$ cat src/rtl/skeyPkg.sv
package skeyPkg;

  localparam int KEY_W   = 7;
  localparam int PERM_W  = 3;
  localparam int CHG_BIT = 0;
  localparam int REF_BIT = 1;
  localparam int WR_BIT  = 1;

  typedef enum logic [1:0] {
    ACC_LOAD  = 2'd0,
    ACC_STORE = 2'd1,
    ACC_FETCH = 2'd2,
    ACC_RSVD  = 2'd3
  } accKind_t;

  typedef enum logic [1:0] {
    ST_IDLE  = 2'd0,
    ST_READ  = 2'd1,
    ST_WRITE = 2'd2
  } updState_t;

  typedef struct packed {
    logic captureReq;
    logic latchKey;
    logic writeBack;
    logic hostWrite;
  } ctrlStrobes_t;

endpackage

$ cat src/rtl/skeyKeyArray.sv
module skeyKeyArray #(
  parameter int NUM_PAGES = 64,
  parameter int IDX_W     = 6
) (
  input  logic                      clk,
  input  logic                      rstN,
  input  logic                      wrEn,
  input  logic [IDX_W-1:0]          wrIdx,
  input  logic [skeyPkg::KEY_W-1:0] wrData,
  input  logic [IDX_W-1:0]          rdIdxA,
  output logic [skeyPkg::KEY_W-1:0] rdDataA,
  input  logic [IDX_W-1:0]          rdIdxB,
  output logic [skeyPkg::KEY_W-1:0] rdDataB
);
  import skeyPkg::*;

  localparam logic [IDX_W:0] DEPTH = (IDX_W+1)'(NUM_PAGES);

  logic [KEY_W-1:0] keyMem [NUM_PAGES];

  generate
    for (genvar g = 0; g < NUM_PAGES; g++) begin : gEntry
      always_ff @(posedge clk) begin
        if (!rstN) begin
          keyMem[g] <= '0;
        end else if (wrEn && (wrIdx == IDX_W'(g))) begin
          keyMem[g] <= wrData;
        end
      end
    end
  endgenerate

  always_comb begin
    rdDataA = '0;
    rdDataB = '0;
    if ({1'b0, rdIdxA} < DEPTH) rdDataA = keyMem[rdIdxA];
    if ({1'b0, rdIdxB} < DEPTH) rdDataB = keyMem[rdIdxB];
  end

endmodule

$ cat src/rtl/skeyCtrl.sv
module skeyCtrl (
  input  logic                  clk,
  input  logic                  rstN,
  input  logic                  reqValid,
  input  logic                  hostWrEn,
  output skeyPkg::ctrlStrobes_t strobes,
  output logic                  busy
);
  import skeyPkg::*;

  updState_t stateQ;
  updState_t stateD;

  always_comb begin
    stateD = stateQ;
    unique case (stateQ)
      ST_IDLE:  if (reqValid) stateD = ST_READ;
      ST_READ:  stateD = ST_WRITE;
      ST_WRITE: stateD = ST_IDLE;
      default:  stateD = ST_IDLE;
    endcase
  end

  always_ff @(posedge clk) begin
    if (!rstN) stateQ <= ST_IDLE;
    else       stateQ <= stateD;
  end

  always_comb begin
    strobes.captureReq = (stateQ == ST_IDLE) && reqValid;
    strobes.hostWrite  = (stateQ == ST_IDLE) && !reqValid && hostWrEn;
    strobes.latchKey   = (stateQ == ST_READ);
    strobes.writeBack  = (stateQ == ST_WRITE);
    busy               = (stateQ != ST_IDLE);
  end

endmodule

$ cat src/rtl/skeyDatapath.sv
module skeyDatapath #(
  parameter int ADDR_W    = 32,
  parameter int PAGE_BITS = 12,
  parameter int NUM_PAGES = 64,
  parameter int IDX_W     = 6
) (
  input  logic                       clk,
  input  logic                       rstN,
  input  skeyPkg::ctrlStrobes_t      strobes,
  input  logic [ADDR_W-1:0]          reqAddr,
  input  logic [1:0]                 reqKind,
  input  logic [skeyPkg::PERM_W-1:0] reqPerm,
  input  logic [ADDR_W-1:0]          memLimit,
  input  logic [IDX_W-1:0]           hostPage,
  input  logic [skeyPkg::KEY_W-1:0]  hostWrKey,
  output logic [skeyPkg::KEY_W-1:0]  hostRdKey,
  output logic                       respValid,
  output logic [skeyPkg::PERM_W-1:0] permOut
);
  import skeyPkg::*;

  localparam int PN_W = ADDR_W - PAGE_BITS;
  localparam logic [PN_W:0] PAGE_CNT = (PN_W+1)'(NUM_PAGES);

  logic [PN_W-1:0]   pageNum;
  logic              inArray;
  logic              belowLimit;

  logic [IDX_W-1:0]  idxQ;
  logic [1:0]        kindQ;
  logic [PERM_W-1:0] permQ;
  logic              hitQ;
  logic [KEY_W-1:0]  keyQ;

  logic [KEY_W-1:0]  keyRd;
  logic [KEY_W-1:0]  newKey;
  logic [PERM_W-1:0] newPerm;
  logic              keyDirty;

  logic              arrWrEn;
  logic [IDX_W-1:0]  arrWrIdx;
  logic [KEY_W-1:0]  arrWrData;

  assign pageNum    = reqAddr[ADDR_W-1:PAGE_BITS];
  assign inArray    = {1'b0, pageNum} < PAGE_CNT;
  assign belowLimit = reqAddr < memLimit;

  always_ff @(posedge clk) begin
    if (!rstN) begin
      idxQ  <= '0;
      kindQ <= '0;
      permQ <= '0;
      hitQ  <= 1'b0;
    end else if (strobes.captureReq) begin
      idxQ  <= pageNum[IDX_W-1:0];
      kindQ <= reqKind;
      permQ <= reqPerm;
      hitQ  <= inArray && belowLimit;
    end
  end

  always_ff @(posedge clk) begin
    if (!rstN)                 keyQ <= '0;
    else if (strobes.latchKey) keyQ <= keyRd;
  end

  always_comb begin
    newKey   = keyQ;
    newPerm  = permQ;
    keyDirty = 1'b0;
    if (hitQ) begin
      unique case (accKind_t'(kindQ))
        ACC_LOAD, ACC_FETCH: begin
          newKey[REF_BIT] = 1'b1;
          keyDirty        = 1'b1;
          if (!keyQ[CHG_BIT]) newPerm[WR_BIT] = 1'b0;
        end
        ACC_STORE: begin
          newKey[REF_BIT] = 1'b1;
          newKey[CHG_BIT] = 1'b1;
          keyDirty        = 1'b1;
        end
        default: keyDirty = 1'b0;
      endcase
    end
  end

  always_ff @(posedge clk) begin
    if (!rstN) begin
      respValid <= 1'b0;
      permOut   <= '0;
    end else begin
      respValid <= strobes.writeBack;
      if (strobes.writeBack) permOut <= newPerm;
    end
  end

  always_comb begin
    arrWrEn   = strobes.hostWrite || (strobes.writeBack && keyDirty);
    arrWrIdx  = strobes.hostWrite ? hostPage  : idxQ;
    arrWrData = strobes.hostWrite ? hostWrKey : newKey;
  end

  skeyKeyArray #(
    .NUM_PAGES(NUM_PAGES),
    .IDX_W    (IDX_W)
  ) u_keys (
    .clk    (clk),
    .rstN   (rstN),
    .wrEn   (arrWrEn),
    .wrIdx  (arrWrIdx),
    .wrData (arrWrData),
    .rdIdxA (idxQ),
    .rdDataA(keyRd),
    .rdIdxB (hostPage),
    .rdDataB(hostRdKey)
  );

endmodule

$ cat src/rtl/skeyUpdater.sv
module skeyUpdater #(
  parameter int ADDR_W    = 32,
  parameter int PAGE_BITS = 12,
  parameter int NUM_PAGES = 64,
  localparam int IDX_W    = (NUM_PAGES > 1) ? $clog2(NUM_PAGES) : 1
) (
  input  logic              clk,
  input  logic              rstN,
  input  logic              reqValid,
  input  logic [ADDR_W-1:0] reqAddr,
  input  logic [1:0]        reqKind,
  input  logic [2:0]        reqPerm,
  input  logic [ADDR_W-1:0] memLimit,
  output logic              busy,
  output logic              respValid,
  output logic [2:0]        permOut,
  input  logic              hostWrEn,
  input  logic [IDX_W-1:0]  hostPage,
  input  logic [6:0]        hostWrKey,
  output logic [6:0]        hostRdKey
);
  import skeyPkg::*;

  ctrlStrobes_t strobes;

  skeyCtrl u_ctrl (
    .clk     (clk),
    .rstN    (rstN),
    .reqValid(reqValid),
    .hostWrEn(hostWrEn),
    .strobes (strobes),
    .busy    (busy)
  );

  skeyDatapath #(
    .ADDR_W   (ADDR_W),
    .PAGE_BITS(PAGE_BITS),
    .NUM_PAGES(NUM_PAGES),
    .IDX_W    (IDX_W)
  ) u_dp (
    .clk      (clk),
    .rstN     (rstN),
    .strobes  (strobes),
    .reqAddr  (reqAddr),
    .reqKind  (reqKind),
    .reqPerm  (reqPerm),
    .memLimit (memLimit),
    .hostPage (hostPage),
    .hostWrKey(hostWrKey),
    .hostRdKey(hostRdKey),
    .respValid(respValid),
    .permOut  (permOut)
  );

endmodule

$ cat config.mk
export PLATFORM = sky130hd
export DESIGN_NAME = skeyUpdater
export DESIGN_NICKNAME = d
export VERILOG_FILES = /design/src/rtl/skeyPkg.sv /design/src/rtl/skeyKeyArray.sv /design/src/rtl/skeyCtrl.sv /design/src/rtl/skeyDatapath.sv /design/src/rtl/skeyUpdater.sv
export SDC_FILE = /design/constraint.sdc
export NUM_CORES = 1
export LEC_CHECK = 0
export BUFFER_PORTS_ARGS = -buffer_cell sky130_fd_sc_hd__buf_2
export CORE_AREA = 2 2 272 274
export DETAILED_ROUTE_END_ITERATION = 8
export DIE_AREA = 0 0 274 276
export GPL_TIMING_DRIVEN = 1
export PLACE_DENSITY = 0.54
export SLEW_MARGIN = 20
export SYNTH_ARGS = -nofsm -noshare
export SYNTH_HDL_FRONTEND = slang
export SYNTH_SLANG_ARGS = --single-unit
$ cat constraint.sdc
create_clock -name clk -period 4.77 [get_ports clk]
set_clock_uncertainty 0.1 [all_clocks]
set_input_delay 0 -clock clk [delete_from_list [all_inputs] [get_ports clk]]
set_output_delay 0 -clock clk [all_outputs]
set_load 0.01 [all_outputs]
======== Word-level counts from Yosys, hierarchy flattened ========
Memories as Yosys holds them, arrays and structs flattened. A register that Yosys moved wholly into a read port is not among the register bits.
Cells that the tools add are included.
operators by class
  $add $sub $neg .......................... 0
  multipliers ............................. 0
  divide/modulo/power cells ............... 0
  $lt $le $gt $ge ......................... 2
  equality and inequality tests ........... 68
  shifts and indexed selects .............. 0
  mux-type cells .......................... 269
  bitwise gates (word level) .............. 64
  reduce and logical (&&, ||, !) cells .... 78
operators with widths
  cell                                                                            number
  7-bit 2-to-1 mux                                                                65
  1-bit 2-to-1 mux                                                                200
  6-bit == test (second input constant)                                           32
  6-bit by 5-bit == test with 1-bit output (second input constant)                16
  1-bit logical AND                                                               69
  1-bit OR                                                                        64
  6-bit by 4-bit == test with 1-bit output (second input constant)                8
  32-bit less-than comparator                                                     1
  6-bit by 3-bit == test with 1-bit output (second input constant)                4
  20-bit by 7-bit less-than comparator with 1-bit output (second input constant)  1
  6-bit by 2-bit == test with 1-bit output (second input constant)                2
  6-bit by 1-bit == test with 1-bit output (second input constant)                1
  6-bit logical NOT                                                               1
  6-bit 2-to-1 mux                                                                1
  2-bit by 1-bit == test with 1-bit output (second input constant)                2
  2-bit == test (second input constant)                                           2
  2-bit logical NOT                                                               2
  2-bit 2-to-1 mux                                                                2
  2-bit one-hot mux with 2 select lines                                           1
  3-bit OR reduction                                                              1
  1-bit logical NOT                                                               2
  2-bit inequality test (second input constant)                                   1
  2-bit nonzero test                                                              1
  2-bit OR reduction                                                              1
  1-bit logical OR                                                                1
word-level totals
  register bits ........................... 18
  latch bits .............................. 0
  bits in writable memories ............... 448
  bits in read-only memories .............. 0
  memories kept ........................... 1
memory list
  name                words  bits a word  read ports  clocked after Yosys merged registers in  wr ports  line                text
  u_dp.u_keys.keyMem  64     7            2           1                                        64        skeyKeyArray.sv:19  logic [KEY_W-1:0] keyMem [NUM_PAGES];

======== Logic depth before layout (Yosys ltp) ========
  depth in word-level cells ............... 11
  depth in mapped cells ................... 9
  mapped depth without buffers ............ 8

======== Hierarchy ========
A second synthesis with hierarchy kept.
second synthesis, totals
  cells, all modules ...................... 1938
  area, all modules ....................... 26606.8 µm²
modules (own cells, without submodules)
  module        instances  cells an instance  area an instance (µm²)  seq. area each (µm²)
  skeyKeyArray  1          1718               24636.1                 13452.9
  skeyDatapath  1          210                1854.3                  460.4
  skeyCtrl      1          10                 116.4                   40.0

======== Least setup slack after synthesis ========
No wires, ideal clock.
  path kind ............................... reg2reg
  start ................................... register u_ctrl.stateQ[0]
  end ..................................... memory u_dp.u_keys.keyMem[25][0] (enable)
  library setup time ...................... 0.381 ns
  arrival time ............................ 2.308 ns
  required time ........................... 4.289 ns
  setup slack ............................. 1.982 ns
  cell stages (with the launch flop) ...... 7
  period minus slack after synthesis ...... 2.788 ns
  cell sequence ........................... dfxtp_1 -> nor4b_4 -> buf_6 -> mux2i_1 -> nor2b_1 -> nand2_1 -> o21ai_0
RTL lines
  item                    line                text
  start, declared         skeyCtrl.sv:11      updState_t stateQ;
  start signal, assigned  skeyCtrl.sv:26      else stateQ <= stateD;
  end, declared           skeyKeyArray.sv:19

==> reports/metrics.csv <==
stage,metric,value,unit
worst_hold_path,hold_class,primary input to register,
clock_network,post_cts_hold_buffer_count,42,
clock_network,cts_max_level,2,
global_routing,grt_antenna_before_repair,5,
route,avgRoutedWirePerCell,28.4,µm
synth,synth_edf_count,448,
critical_path,critical-path-top-delay-family,simple AND/OR/NAND/NOR gates,
die,fp.dieArea,75600,µm²
timing,slew_violations,0,
clock_network,ctsLongestPathBuffers,3,
die,dieHeight,276,µm
critical_path,timing.critical_path.required,4.90,ns
route,postRouteAntennaNets,0,
route,drt-vias-per-instance,5.87,
global_routing,grt_start_max_net_pins,71,
global_routing,grt_use_total,22.9,%
clock_network,worst_setup_hold_path_clk_slew,0.06,ns
placed_design,place_hpwl,64.0,mm
timing,grt_setup_unrepaired,no,
synth,yosys_warning_total,0,
global_routing,grt_first_pass_wirelength,126,mm
synth,yosysTopAreaCell,edfxtp_1,
route,drcViolationCount,0,
synth,post_synth_main_area_contributors,"edfxtp_1 53%, mux4_2 19%, nor2_1 6.9%, mux2i_1 3.5%, nand2_1 2.0%",
synth,post_synth_instance_area,25300,µm²
synth,seq_area_frac_synth,55.2,%
clock_network,clk_latency,0.62,ns
route,wirelength,86.9,mm
synth,synth_top_cell_area_share,53.3,%
critical_path,critical_path.endpoint_type,register,
synth,ys_async_sr_fraction,0,%
timing,relSlewSlack,15.3,%
critical_path,critPathSlowestCell,o21ai_1,
synth,post_synth.cell_area_avg,13.1,µm²
timing,max_freq,268,MHz
route,drtIter0Drc,2468,
timing,finalHoldWorstSlack,0.0327,ns
synth,synth-main-ff-cell,edfxtp_1,
pwr,power-per-cell-area,341,nW/µm²
final_layout,post_route_cells_drive_above_1_share,23.2,%
synth,netlist_instances,1933,
synth,netlist-cell-type-count,50,
die,floorplan.initialDensity,34.8,%
global_routing,global_route.overflow_total,0,
clock_network,postCtsSetupBuffers,0,
pwr,leakagePower,9.75,nW
clock_network,post_cts.resized_instances,0,
critical_path,timing_worst_setup_path_type,register to register,
critical_path,timing.critical_path.fanout_max,16,
timing,timing.final.setup_violations,0,
die,pin_count,98,
final_layout,final_nets,2180,
critical_path,critical_path.startpoint_type,register,
run_status,status,"complete, no violations",
critical_path,critical_path.max_stage_delay,0.88,ns
pwr,peakVddDrop,0.307,mV
timing,worst_pin_slew,1.25,ns
timing,post-route-min-period,3.73,ns
run,cap_violations,0,
timing,final_min_period_over_clock_period,78.1,%
route,num_vias,18000,
die,rows,99,
synth,synth-seq-cells,473,
synth,synth_nets,2050,
placed_design,port_buffers,97,
timing,final.setup.tns,0,ns
placed_design,place_congestion,0.960,
global_routing,vias_in_the_first_global_route,18200,
die,dieWidth,274,µm
clock_network,cts_sinks,473,
clock_network,clock_tree.root_cell,clkbuf_16,
critical_path,cells_along_the_critical_path,nor4b_4 > buf_4 > mux2i_1 > nand2b_1 > o21ai_1,
pwr,total_power,9.93,mW
critical_path,worst-endpoint-arrival,3.86,ns
final_layout,area_growth_syn_to_layout,15.3,%
final_layout,diodes,0,
die,core_area,72600,µm²
timing,final_hold_viol_count,0,
critical_path,cp.buffers_inverters,1,
clock_network,tritoncts,done,
clock_network,cts_made_buffers,52,
route,drt_pre_antenna_iters,5,
==> sequential cells by signal, indices dropped and copies added (netlist names) <==
| register | count |
|---|---|
| u_dp.permQ | 3 |
| u_dp.u_keys.keyMem | 448 |
| u_dp.respValid | 1 |
| u_dp.keyQ | 7 |
| u_dp.hitQ | 1 |
| u_dp.idxQ | 6 |
| u_ctrl.stateQ | 2 |
| u_dp.kindQ | 2 |
| u_dp.permOut | 3 |
==> cells in the mapped netlist, types with 2 or more instances <==
cell type,instances
nor4_1,10
a22oi_1,14
a211oi_1,15
or2_1,2
clkbuf_1,94
a21oi_1,9
and3_1,4
a221oi_1,2
mux2i_1,89
nand3_1,5
buf_2,42
o22ai_1,29
mux4_2,217
nand2_1,137
nor2_1,465
nand3b_1,8
nand4_1,5
or2_2,2
or3_1,3
nor2_2,7
ha_1,31
a21o_1,7
o21ai_0,82
dfxtp_1,25
buf_1,9
edfxtp_1,448
nor2b_1,34
nor3_1,22
o31ai_1,7
o41ai_1,7
nand2b_1,11
a22o_1,7
a21boi_0,13
inv_1,43
a2111oi_0,8
and2_1,5
o21ai_1,2
==> power breakdown <==
| part | switching [mW] | total (mW) | leakage (nW) | internal [mW] |
|---|---|---|---|---|
| Sequential | 0.152 | 4.83 | 4.83 | 4.68 |
| Clock | 1.68 | 3.81 | 0.754 | 2.13 |
| Combinational | 0.772 | 1.28 | 4.16 | 0.512 |
==> metrics by stage <==
stage          util, %  worst slack, ns  cells  cell area (µm²)
5_1_grt           40.1            0.747   3059            29100
4_1_cts           40.1            0.831   3059            29100
3_3_place_gp      37.4             1.02   2926            27100
3_5_place_dp      37.4            0.912   2926            27100
6_report          40.1             1.04   3059            29100
2_1_floorplan        -             1.98   1933            25300
==> routing by layer <==
metal  share of wire (%)  global-route usage [%]  up-vias
met4                 4.2                    9.03        4
met2                  48                    36.7     1020
met1                  39                    30.8     9132
met5               0.028                       0        -
li1                    -                       -     7577
met3                 8.8                    4.04      218
==> worst reg2reg max path: stages, from the launching register on <==
cell,delay [ns]
dfxtp_1,0.37
nor4b_4,0.53
buf_4,0.35
mux2i_1,0.55
nand2b_1,0.57
o21ai_1,0.89
==> placed cells by master, fill, tap and decap left out, types with 8 or more instances in the layout <==
cell	synthesis	final
a21oi_1	9	9
a2111oi_0	8	8
buf_4	1	80
clkbuf_1	94	14
clkbuf_16	0	53
buf_2	42	95
nand3b_1	8	8
nor2b_1	34	33
mux2i_1	89	84
nand2b_1	11	11
mux4_2	217	217
ha_1	31	31
nor2_1	465	465
dfxtp_1	25	22
a21boi_0	13	13
clkinv_1	0	12
a211oi_1	15	15
edfxtp_1	448	448
o22ai_1	29	29
dlygate4sd3_1	0	42
nor3_1	22	22
nor4_1	10	10
nand2_1	137	137
o21ai_0	82	80
a22oi_1	14	14
inv_1	43	43
==> final timing paths <==
kind,startpoint,to,slack (ns),depth (start not counted)
worst max register to register,u_ctrl.stateQ[0],u_dp.u_keys.keyMem[40][3],1.04,5
worst min register to register,u_dp.keyQ[1],u_dp.keyQ[1],0.36,2
worst max-delay path,u_ctrl.stateQ[0],u_dp.u_keys.keyMem[40][3],1.04,5
worst min-delay path,hostWrKey[2],u_dp.u_keys.keyMem[62][2],0.03,4
==> cell type report <==
class | count | area (µm²)
tap | 959 | 1200
timing repair buffer | 224 | 1630
sequential | 473 | 14000
clock buffer | 67 | 1380
fill | 6829 | 43500
clock inverter | 24 | 169
multi-input combinational | 1269 | 10600
inverter | 43 | 161
==> cell families (layout without fill, tap and decap cells) <==
kind of cell,Yosys count,count (layout),share of synthesized area (%)
multiplexers,306,306,22.9
adder cells (fa/ha/maj),31,31,1.54
AND/OR/NAND/NOR,723,723,12.0
buffers and inverters,191,358,3.10
AO/OA/AOI/OAI,209,209,5.30
flip-flops,473,473,55.2
(Power assumes the default switching activity.)
